==> src/rtl/twb_pkg.sv <==
package twb_pkg;
  localparam int unsigned TWB_WIN_BITS = 12;
  localparam logic [TWB_WIN_BITS-1:0] TWB_OFS_RAISE = 12'h000;
  localparam logic [TWB_WIN_BITS-1:0] TWB_OFS_LOWER = 12'h004;
  localparam int unsigned TWB_LINES = 2;

  typedef enum logic [2:0] {
    ACC_IDLE,
    ACC_RAISE,
    ACC_LOWER,
    ACC_READ,
    ACC_BAD
  } twb_acc_e;
endpackage

==> src/rtl/twb_decode.sv <==
module twb_decode
  import twb_pkg::*;
(
  input  logic                    sel_i,
  input  logic                    wr_i,
  input  logic [TWB_WIN_BITS-1:0] ofs_i,
  output twb_acc_e                acc_o
);
  always_comb begin
    acc_o = ACC_IDLE;
    if (sel_i) begin
      if (wr_i) begin
        if (ofs_i == TWB_OFS_RAISE)      acc_o = ACC_RAISE;
        else if (ofs_i == TWB_OFS_LOWER) acc_o = ACC_LOWER;
        else                             acc_o = ACC_BAD;
      end else begin
        if (ofs_i == TWB_OFS_RAISE)      acc_o = ACC_READ;
        else                             acc_o = ACC_BAD;
      end
    end
  end
endmodule

==> src/rtl/twb_lines.sv <==
module twb_lines
  import twb_pkg::*;
(
  input  logic                 clk,
  input  logic                 rst_n,
  input  logic                 raise_en_i,
  input  logic                 lower_en_i,
  input  logic [TWB_LINES-1:0] mask_i,
  output logic [TWB_LINES-1:0] state_o
);
  logic [TWB_LINES-1:0] state_q, state_d;
  logic                 upd_en;

  assign upd_en = raise_en_i | lower_en_i;

  always_comb begin
    state_d = state_q;
    if (raise_en_i)      state_d = state_q | mask_i;
    else if (lower_en_i) state_d = state_q & ~mask_i;
  end

  always_ff @(posedge clk or negedge rst_n) begin
    if (!rst_n)      state_q <= '1;
    else if (upd_en) state_q <= state_d;
  end

  assign state_o = state_q;


  raise_sets_bits_chk: assert property (@(posedge clk) disable iff (!rst_n)
    raise_en_i |=> ((state_q & $past(mask_i)) == $past(mask_i)));

  lower_clears_bits_chk: assert property (@(posedge clk) disable iff (!rst_n)
    lower_en_i |=> ((state_q & $past(mask_i)) == '0));
endmodule

==> src/rtl/twb_sync.sv <==
module twb_sync #(
  parameter int unsigned STAGES = 2,
  parameter logic        RST_VAL = 1'b1
) (
  input  logic clk,
  input  logic rst_n,
  input  logic d_i,
  output logic q_o
);
  logic [STAGES-1:0] pipe_q;

  always_ff @(posedge clk or negedge rst_n) begin
    if (!rst_n) pipe_q <= {STAGES{RST_VAL}};
    else        pipe_q <= {pipe_q[STAGES-2:0], d_i};
  end

  assign q_o = pipe_q[STAGES-1];

  generate
    if (STAGES == 2) begin : g_chk
      logic [1:0] age_q;
      always_ff @(posedge clk or negedge rst_n) begin
        if (!rst_n)           age_q <= '0;
        else if (age_q != 2'd2) age_q <= age_q + 2'd1;
      end

      sync_latency_chk: assert property (@(posedge clk) disable iff (!rst_n)
        (age_q == 2'd2) |-> (q_o == $past(d_i, 2)));
    end
  endgenerate
endmodule

==> src/rtl/twb_line_reg.sv <==
module twb_line_reg
  import twb_pkg::*;
#(
  parameter int unsigned ADDR_W = 32,
  parameter int unsigned DATA_W = 32
) (
  input  logic              clk,
  input  logic              rst_n,
  input  logic              bus_sel,
  input  logic              bus_wr,
  input  logic [ADDR_W-1:0] bus_addr,
  input  logic [DATA_W-1:0] bus_wdata,
  output logic [DATA_W-1:0] bus_rdata,
  output logic              bus_err,
  output logic              scl_pull,
  output logic              sda_pull,
  input  logic              sda_in
);
  localparam int unsigned PAD_W = DATA_W - TWB_LINES;

  logic [1:0]           rst_pipe_q;
  logic                 rst_int_n;
  twb_acc_e             acc;
  logic [TWB_LINES-1:0] line_state;
  logic                 sda_seen;

  always_ff @(posedge clk or negedge rst_n) begin
    if (!rst_n) rst_pipe_q <= '0;
    else        rst_pipe_q <= {rst_pipe_q[0], 1'b1};
  end
  assign rst_int_n = rst_pipe_q[1];

  twb_decode u_decode (
    .sel_i (bus_sel),
    .wr_i  (bus_wr),
    .ofs_i (bus_addr[TWB_WIN_BITS-1:0]),
    .acc_o (acc)
  );

  twb_lines u_lines (
    .clk        (clk),
    .rst_n      (rst_int_n),
    .raise_en_i (acc == ACC_RAISE),
    .lower_en_i (acc == ACC_LOWER),
    .mask_i     (bus_wdata[TWB_LINES-1:0]),
    .state_o    (line_state)
  );

  twb_sync #(.STAGES(2), .RST_VAL(1'b1)) u_sda_sync (
    .clk   (clk),
    .rst_n (rst_int_n),
    .d_i   (sda_in),
    .q_o   (sda_seen)
  );

  always_comb begin
    bus_rdata = '0;
    if (acc == ACC_READ) bus_rdata = {{PAD_W{1'b0}}, sda_seen, line_state[0]};
  end

  assign bus_err  = (acc == ACC_BAD);
  assign scl_pull = ~line_state[0];
  assign sda_pull = ~line_state[1];


  bad_access_no_change_chk: assert property (@(posedge clk) disable iff (!rst_int_n)
    bus_err |=> $stable({scl_pull, sda_pull}));

  read_format_chk: assert property (@(posedge clk) disable iff (!rst_int_n)
    (bus_sel && !bus_wr && !bus_err) |->
      (bus_rdata[DATA_W-1:2] == '0 && bus_rdata[0] == ~scl_pull));

  idle_hold_chk: assert property (@(posedge clk) disable iff (!rst_int_n)
    !bus_sel |=> $stable({scl_pull, sda_pull}));

  idle_quiet_chk: assert property (@(posedge clk) disable iff (!rst_int_n)
    !bus_sel |-> (!bus_err && bus_rdata == '0));
endmodule

==> config.mk <==
export PLATFORM = sky130hd
export DESIGN_NAME = twb_line_reg
export DESIGN_NICKNAME = d
export VERILOG_FILES = /design/src/rtl/twb_pkg.sv /design/src/rtl/twb_decode.sv /design/src/rtl/twb_lines.sv /design/src/rtl/twb_sync.sv /design/src/rtl/twb_line_reg.sv
export SDC_FILE = /design/constraint.sdc
export NUM_CORES = 1
export LEC_CHECK = 0
export ABC_AREA = 1
export BUFFER_PORTS_ARGS = -buffer_cell sky130_fd_sc_hd__buf_2
export CORE_MARGIN = 10
export CORE_UTILIZATION = 22
export DETAILED_ROUTE_END_ITERATION = 7
export PLACE_DENSITY = 0.73
export RECOVER_POWER = 25
export SYNTH_ARGS = -nofsm -noshare
export SYNTH_HDL_FRONTEND = slang
export SYNTH_SLANG_ARGS = --single-unit
==> constraint.sdc <==
create_clock -name clk -period 0.8 [get_ports clk]
set_input_delay 0.08 -clock clk [delete_from_list [all_inputs] [get_ports clk]]
set_output_delay 0.08 -clock clk [all_outputs]
set_load 0.01 [all_outputs]
# Word level (Yosys, flattened, before mapping)
# Index checks and enable logic that the tools add are counted.
# W data, S select, Z words.
op_classes:
  n_reduce_logical: 3
  n_eq_ne: 5
  bitwise: 6
  mux: 8
ops:
  columns: ["cell", "n"]
  rows:
  - ["$mux W3", 5]
  - ["$eq A12 B3 Y1 const B", 1]
  - ["$logic_not A12 Y1", 1]
  - ["$eq A3 B2 Y1 const B", 2]
  - ["$mux W2", 3]
  - ["$eq A3 B1 Y1 const B", 1]
  - ["$eq A3 B3 Y1 const B", 1]
  - ["$and A2 B2 Y2", 1]
  - ["$not A1 Y1", 2]
  - ["$not A2 Y2", 1]
  - ["$or A2 B2 Y2", 1]
  - ["$reduce_and A2 Y1", 1]
  - ["$reduce_bool A2 Y1", 1]
  - ["$or A1 B1 Y1", 1]
totals:
  regBits: 6
  output_inout_bits: 35
  wordCells: 25
  inputBits: 69

# Longest topological paths before layout
# Gate-level depths: netlist of run 1.
logic_depth:
  depth_word: 8
  mapped_depth: 7
  depth_no_buf: 7

# Modules after synthesis
# From an unflattened synthesis of run 1, not the netlist that was laid out.
hier_totals:
  cells_unflattened: 79
  hier_area_um2: 564.3
modules_own_cells:
  columns: ["module", "seq_area_each_um2", "area_each_um2", "cells_each", "instances"]
  rows:
  - ["twb_line_reg", 50.0, 330.3, 46, 1]
  - ["twb_decode", 0.0, 98.8, 21, 1]
  - ["twb_lines", 52.6, 82.6, 10, 1]
  - ["twb_sync", 52.6, 52.6, 2, 1]

# Least setup slack after synthesis of run 1
# Ideal clock, no wire load.
synth_path:
  kind: "reg2out"
  from: "register with a tool-made name"
  to: "output bus_rdata[0]"
  t_required_ps: 720
  stages_incl_launch_ff: 3
  arrival_ps: 754
  path_slack_ps: -34
  path_buffers: 0
  path_cell_list: "dfstp_2 > inv_1 > nor2_1"
synth_rtl:
  columns: ["element", "line_no", "text"]
  rows:
  - ["to (decl)", "twb_line_reg.sv:13", "output logic [DATA_W-1:0] bus_rdata,"]

==> results of run 1 <==
[worst max-delay path, cell delays in order (launching register included)]
cell and delay (ps):
dfstp_2 520, inv_2 50, nor2_2 70, buf_2 140
[how the worst min path moves through the flow]
stage	start	depth (start not counted)	end
5_1_grt	rst_n	2	rst_pipe_q[0]
4_1_cts	bus_addr[2]	4	flip-flop
3_5_place_dp	rst_n	1	rst_pipe_q[1]
2_1_floorplan	rst_n	0	rst_pipe_q[0]
6_report	bus_addr[2]	4	flip-flop
3_3_place_gp	rst_n	1	rst_pipe_q[0]
[power breakdown]
| part | internal [mW] | switching, mW |
|---|---|---|
| sequential | 0.320 | 0.00601 |
| combinational | 0.0632 | 0.118 |
| clock | 0.169 | 0.0926 |
[area by class of cell]
class / instances / area [um^2] / share of cell area, %
well taps: 28 / 35.0 / 5.11
inverters: 8 / 30.0 / 4.38
clock buffers: 3 / 22.5 / 3.28
multi-input cells: 54 / 265 / 38.7
repair buffers: 27 / 178 / 25.9
flip-flops and latches: 6 / 155 / 22.6
[per-stage QoR]
stage	TNS [ps]	instance area [um^2]
finish	-1060	686
floorplan	0	643
global placement	-752	576
global route	-1410	686
CTS	-1120	637
detailed placement	-824	576
[logic make-up (layout without fill, tap and decap cells)]
kind of cell / after synthesis / count (layout) / share of synthesized area (%)
and+or+nand+nor: 21 / 21 / 19.1
buffers and inverters: 38 / 38 / 48.0
other: 2 / 31 / 1.41
DFF: 6 / 6 / 29.2
AOI/OAI and AO/OA: 2 / 2 / 2.35
[Yosys cell counts]
cell type	number	share of area [%]
nand2_1	5	3.5
dfstp_2	4	20
a21o_1	1	1.4
dfrtp_1	2	9.4
nor2_2	1	1.2
a21oi_1	1	0.94
nor3_4	1	3.1
buf_4	30	42
inv_1	8	5.6
nor2_1	11	7.8
nand4_1	3	3.5
conb_1	2	1.4
[per-layer routing]
metal  wire (um)  share of wire, %
met5           0                 0
met4           0                 0
met3         313                24
met2         627                49
met1         343                27
[cells in the final DEF (no fill, tap or decap)]
master	Yosys	layout
a21o_1	1	1
a21oi_1	1	1
buf_2	0	18
buf_4	30	1
buf_6	0	5
clkbuf_1	0	1
clkbuf_4	0	3
conb_1	2	31
dfrtp_1	2	2
dfstp_2	4	4
dlygate4sd3_1	0	2
inv_1	8	4
inv_2	0	4
nand2_1	5	2
nand2_2	0	3
nand4_1	3	3
nor2_1	11	4
nor2_2	1	6
nor2_4	0	2
nor3_4	1	1
[repair_timing]
item,CTS,global route
hold endpoints to repair,3,0
buffers inserted,1,1
resized for setup,3,17
pin swaps,3,7
hold buffers,2,0
endpoints found under the setup margin,5,7
==> results.cfg, run 1 <==
[status]
status = finished with violations
violations = setup timing

[finish]
nets = 169
syn_to_final_growth_pct = 28.9
final_util_pct = 30.4
nFillCells = 254
post_route_cells_drive_above_1_share_pct = 48.0
stdcell_count = 126
diodes = 0

[sta]
setup_viol = 5
layout_min_cycle_time_ps = 1080
fin_ws_ps = -281
fin_crit_sh_pct = 135
slew_violations = 0
grt_setup_unrepaired = yes
hold-worst-slack_ps = 136
fmaxAchievable_ghz = 0.925
hold_viol_final = 0
fin_skew_ps = 0.254

[floorplanning]
core_mm2 = 0.00225
io_pins = 104
dieHeight_um = 69.2
chipWidth_um = 69.2
die_area_mm2 = 0.00478
start_util_pct = 23.6
num_rows = 17

[yosys]
yosys.cell_types.count = 12
syn_area_per_cell_um2 = 7.71
synth_cells = 69
yosys_warnings = 0
synth_seq_area_share_pct = 29.2
syn_area_um2 = 532
ys_ff_latch = 6

[global_routing]
grt_pass1_vias = 457
grtUsageMet2_pct = 7.66
grt_max_degree = 5
grt_use_met3_pct = 5.42
gr-total-overflow = 0
met1_usage_pct = 3.56
grt_usage_pct = 4.90
busiest_layer = met2
grt_antenna_before_repair = 0
grt_first_pass_wirelength_mm = 1.96

[placed_design]
place_ws_ps = -213
port_buffers = 23
place_hpwl_mm = 1.16
gp_congestion = 0.665
dp.cells = 120

[drt]
viasPerCell = 3.42
drtIter0Drc = 1
detail-route-antenna-nets = 0
drc = 0
dr.pass1.iters = 4
wl_per_cell_um = 10.2
num_vias = 431
wl_mm = 1.28

[clock_network]
insertion_delay_ps = 240
clk_pin_slew_ps = 40
cts_root_buf = clkbuf_4
clk_path_buf_depth = 2
htree_levels = 1
cts_buffers = 3
clkSinkCount = 6
cts_tree = built

[power]
vdd_drop_max_uv = 677
leakage_nw = 0.396
p_per_area_mw_per_mm2 = 1120
power_mw = 0.769

[worst_setup_path]
reg2reg_slack_ps = 0
crit_path_end_kind = output pin
worst-setup-path-type = flip-flop to output pin
arrival_ps = 1000
worst_ep_required_time_ps = 720
critical_path.max_fanout = 3
crit_end = bus_rdata[0]
startpoint_type = flip-flop
reg2regPathDepth = 4

[worst_hold_path]
hp-class = primary input to flip-flop

[job]
max_cap_violations = 0
Note: power is estimated with default switching activity, not from simulation.
==> run 2: changes to the inputs <==
--- a/config.mk
+++ b/config.mk
@@ -12,6 +12,7 @@
 export DETAILED_ROUTE_END_ITERATION = 7
 export PLACE_DENSITY = 0.73
 export RECOVER_POWER = 25
+export REMOVE_ABC_BUFFERS = 1
 export SYNTH_ARGS = -nofsm -noshare
 export SYNTH_HDL_FRONTEND = slang
 export SYNTH_SLANG_ARGS = --single-unit
==> run 2 against run 1 <==
Effect of this change: the flow still finishes with violations (setup timing); cell count up 3.2%; critical path depth unchanged; sequential power about the same; maximum frequency up 1.1%; first-iteration DRC count rose to 9.0 times the previous value; sequential share of layout area up 0.12 points; clock power up 15%; largest cell class unchanged; largest power group unchanged.
==> results.cfg, run 2 (synthesis gave the netlist of run 1 again) <==
[status]
status = finished with violations
violations = setup timing

[drt]
viasPerCell = 3.50
num_vias = 455
dr.pass1.iters = 4
drtIter0Drc = 9
wl_per_cell_um = 11.1
wl_mm = 1.45
drc = 0
detail-route-antenna-nets = 0

[worst_setup_path]
worst_ep_required_time_ps = 720
worst-setup-path-type = flip-flop to output pin
crit_path_end_kind = output pin
critical_path.max_fanout = 3
reg2reg_slack_ps = -120
startpoint_type = flip-flop
arrival_ps = 990
reg2regPathDepth = 5
critPathMaxStageDelay_ps = 520
cp_slowest_cell = dfstp_2
crit_chain = inv_2 -> nor2_2 -> buf_2
crit_end = bus_rdata[0]

[worst_hold_path]
hp-class = primary input to async pin

[floorplanning]
die_area_mm2 = 0.00478
core_mm2 = 0.00225
num_rows = 17
chipWidth_um = 69.2
dieHeight_um = 69.2
start_util_pct = 23.6
io_pins = 104

[placed_design]
dp.cells = 120
gp_congestion = 0.855
port_buffers = 23
place_ws_ps = -203
place_hpwl_mm = 1.28

[sta]
setup_tns_ps = -1280
fin_crit_sh_pct = 134
hold_viol_final = 0
fmaxAchievable_ghz = 0.935
slew_violations = 0
fin_ws_ps = -270
setup_viol = 7
grt_setup_unrepaired = yes
fin_skew_ps = 3.95
layout_min_cycle_time_ps = 1070

[power]
pwr-share-seq_pct = 40.7
p_comb_share_pct = 21.7
power.switching_mw = 0.234
pwr-share-clk_pct = 37.7
p_per_area_mw_per_mm2 = 1170
swShare_pct = 29.2
intPower_mw = 0.567
vdd_drop_max_uv = 943
leakage_nw = 0.408

[clock_network]
insertion_delay_ps = 240
clk_pin_slew_ps = 50
htree_levels = 1
cts_tree = built
clk_path_buf_depth = 2
cts_buffers = 3
clkSinkCount = 6
cts_root_buf = clkbuf_4

[finish]
diodes = 0
post_route_cells_drive_above_1_share_pct = 46.1
final_common_cell = conb_1
stdcell_count = 130
nets = 172
syn_to_final_growth_pct = 28.2
most-common-layout-cells = 31 x conb_1, 20 x buf_2, 6 x nor2_2, 6 x nor2_1
nFillCells = 240

[global_routing]
grt_max_degree = 5
grt_first_pass_wirelength_mm = 2.10
grt_pass1_vias = 445
gr-total-overflow = 0
grt_usage_pct = 5.36
grt_antenna_before_repair = 0

[job]
max_cap_violations = 0
## run 2: changes by cell type in the layout (fill, tap and decap cells not counted), moves of 2 or more
cell and change:
buf_6 -2, buf_4 +3, nor2_1 +2, buf_2 +2
nor2_4 -2
## run 2: per-layer routing
metal / track usage (%) / share of wire (%) / vias up / routed length, um
met3: 6.85 / 26 / 4 / 382
met4: 2.44 / 3.4 / 0 / 49
met2: 7.36 / 36 / 53 / 516
li1: - / - / 213 / -
met1: 4.38 / 34 / 185 / 499
met5: 0 / 0 / - / 0
## run 2: worst min path at each step
| stage | to | slack, ps | start |
|---|---|---|---|
| after floorplan | rst_pipe_q[0] | -220 | rst_n |
| after global placement | rst_pipe_q[0] | -130 | rst_n |
| after detailed placement | rst_pipe_q[0] | -130 | rst_n |
| after CTS | rst_pipe_q[0] | 130 | rst_n |
| after global routing | rst_pipe_q[0] | 160 | rst_n |
| final | rst_pipe_q[0] | 140 | rst_n |
## run 2: worst max-delay path, delay by kind of cell (launching register included)
family | cells | cell delay, ps
flip-flops | 1 | 520
buffers and inverters | 2 | 170
AND/OR/NAND/NOR | 1 | 60
## run 2: final cells by class
| type | count | area [um^2] | share of cell area, % |
|---|---|---|---|
| multi-input cells | 54 | 248 | 36.3 |
| well taps | 28 | 35.0 | 5.14 |
| clock buffers | 4 | 26.3 | 3.85 |
| repair buffers | 30 | 188 | 27.5 |
| inverters | 8 | 30.0 | 4.40 |
| flip-flops and latches | 6 | 155 | 22.8 |
## run 2: power groups by stage
stage          clock network, mW  logic [mW]  registers, mW
2_1_floorplan                  0      0.0860          0.328
3_3_place_gp                   0       0.148          0.329
3_5_place_dp                   0       0.149          0.329
4_1_cts                    0.319       0.164          0.325
5_1_grt                    0.338       0.194          0.327
6_report                   0.301       0.174          0.326
## run 2: what timing repair did
item / in CTS / in global routing
buffers inserted: 5 / 1
hold buffers: 2 / 0
pin swaps: 8 / 2
hold endpoints to repair: 3 / 0
resized for setup: 6 / 8
endpoints found under the setup margin: 6 / 7
## run 2: through the flow
step / util [%] / instance area (um^2) / power (mW) / hold slack [ps]
after CTS: 29.9 / 674 / 0.809 / 131
after global placement: 25.4 / 573 / 0.477 / -133
after global routing: 30.2 / 682 / 0.859 / 162
final: 30.2 / 682 / 0.801 / 144
after detailed placement: 25.4 / 573 / 0.479 / -132
after floorplan: - / 415 / 0.414 / -216
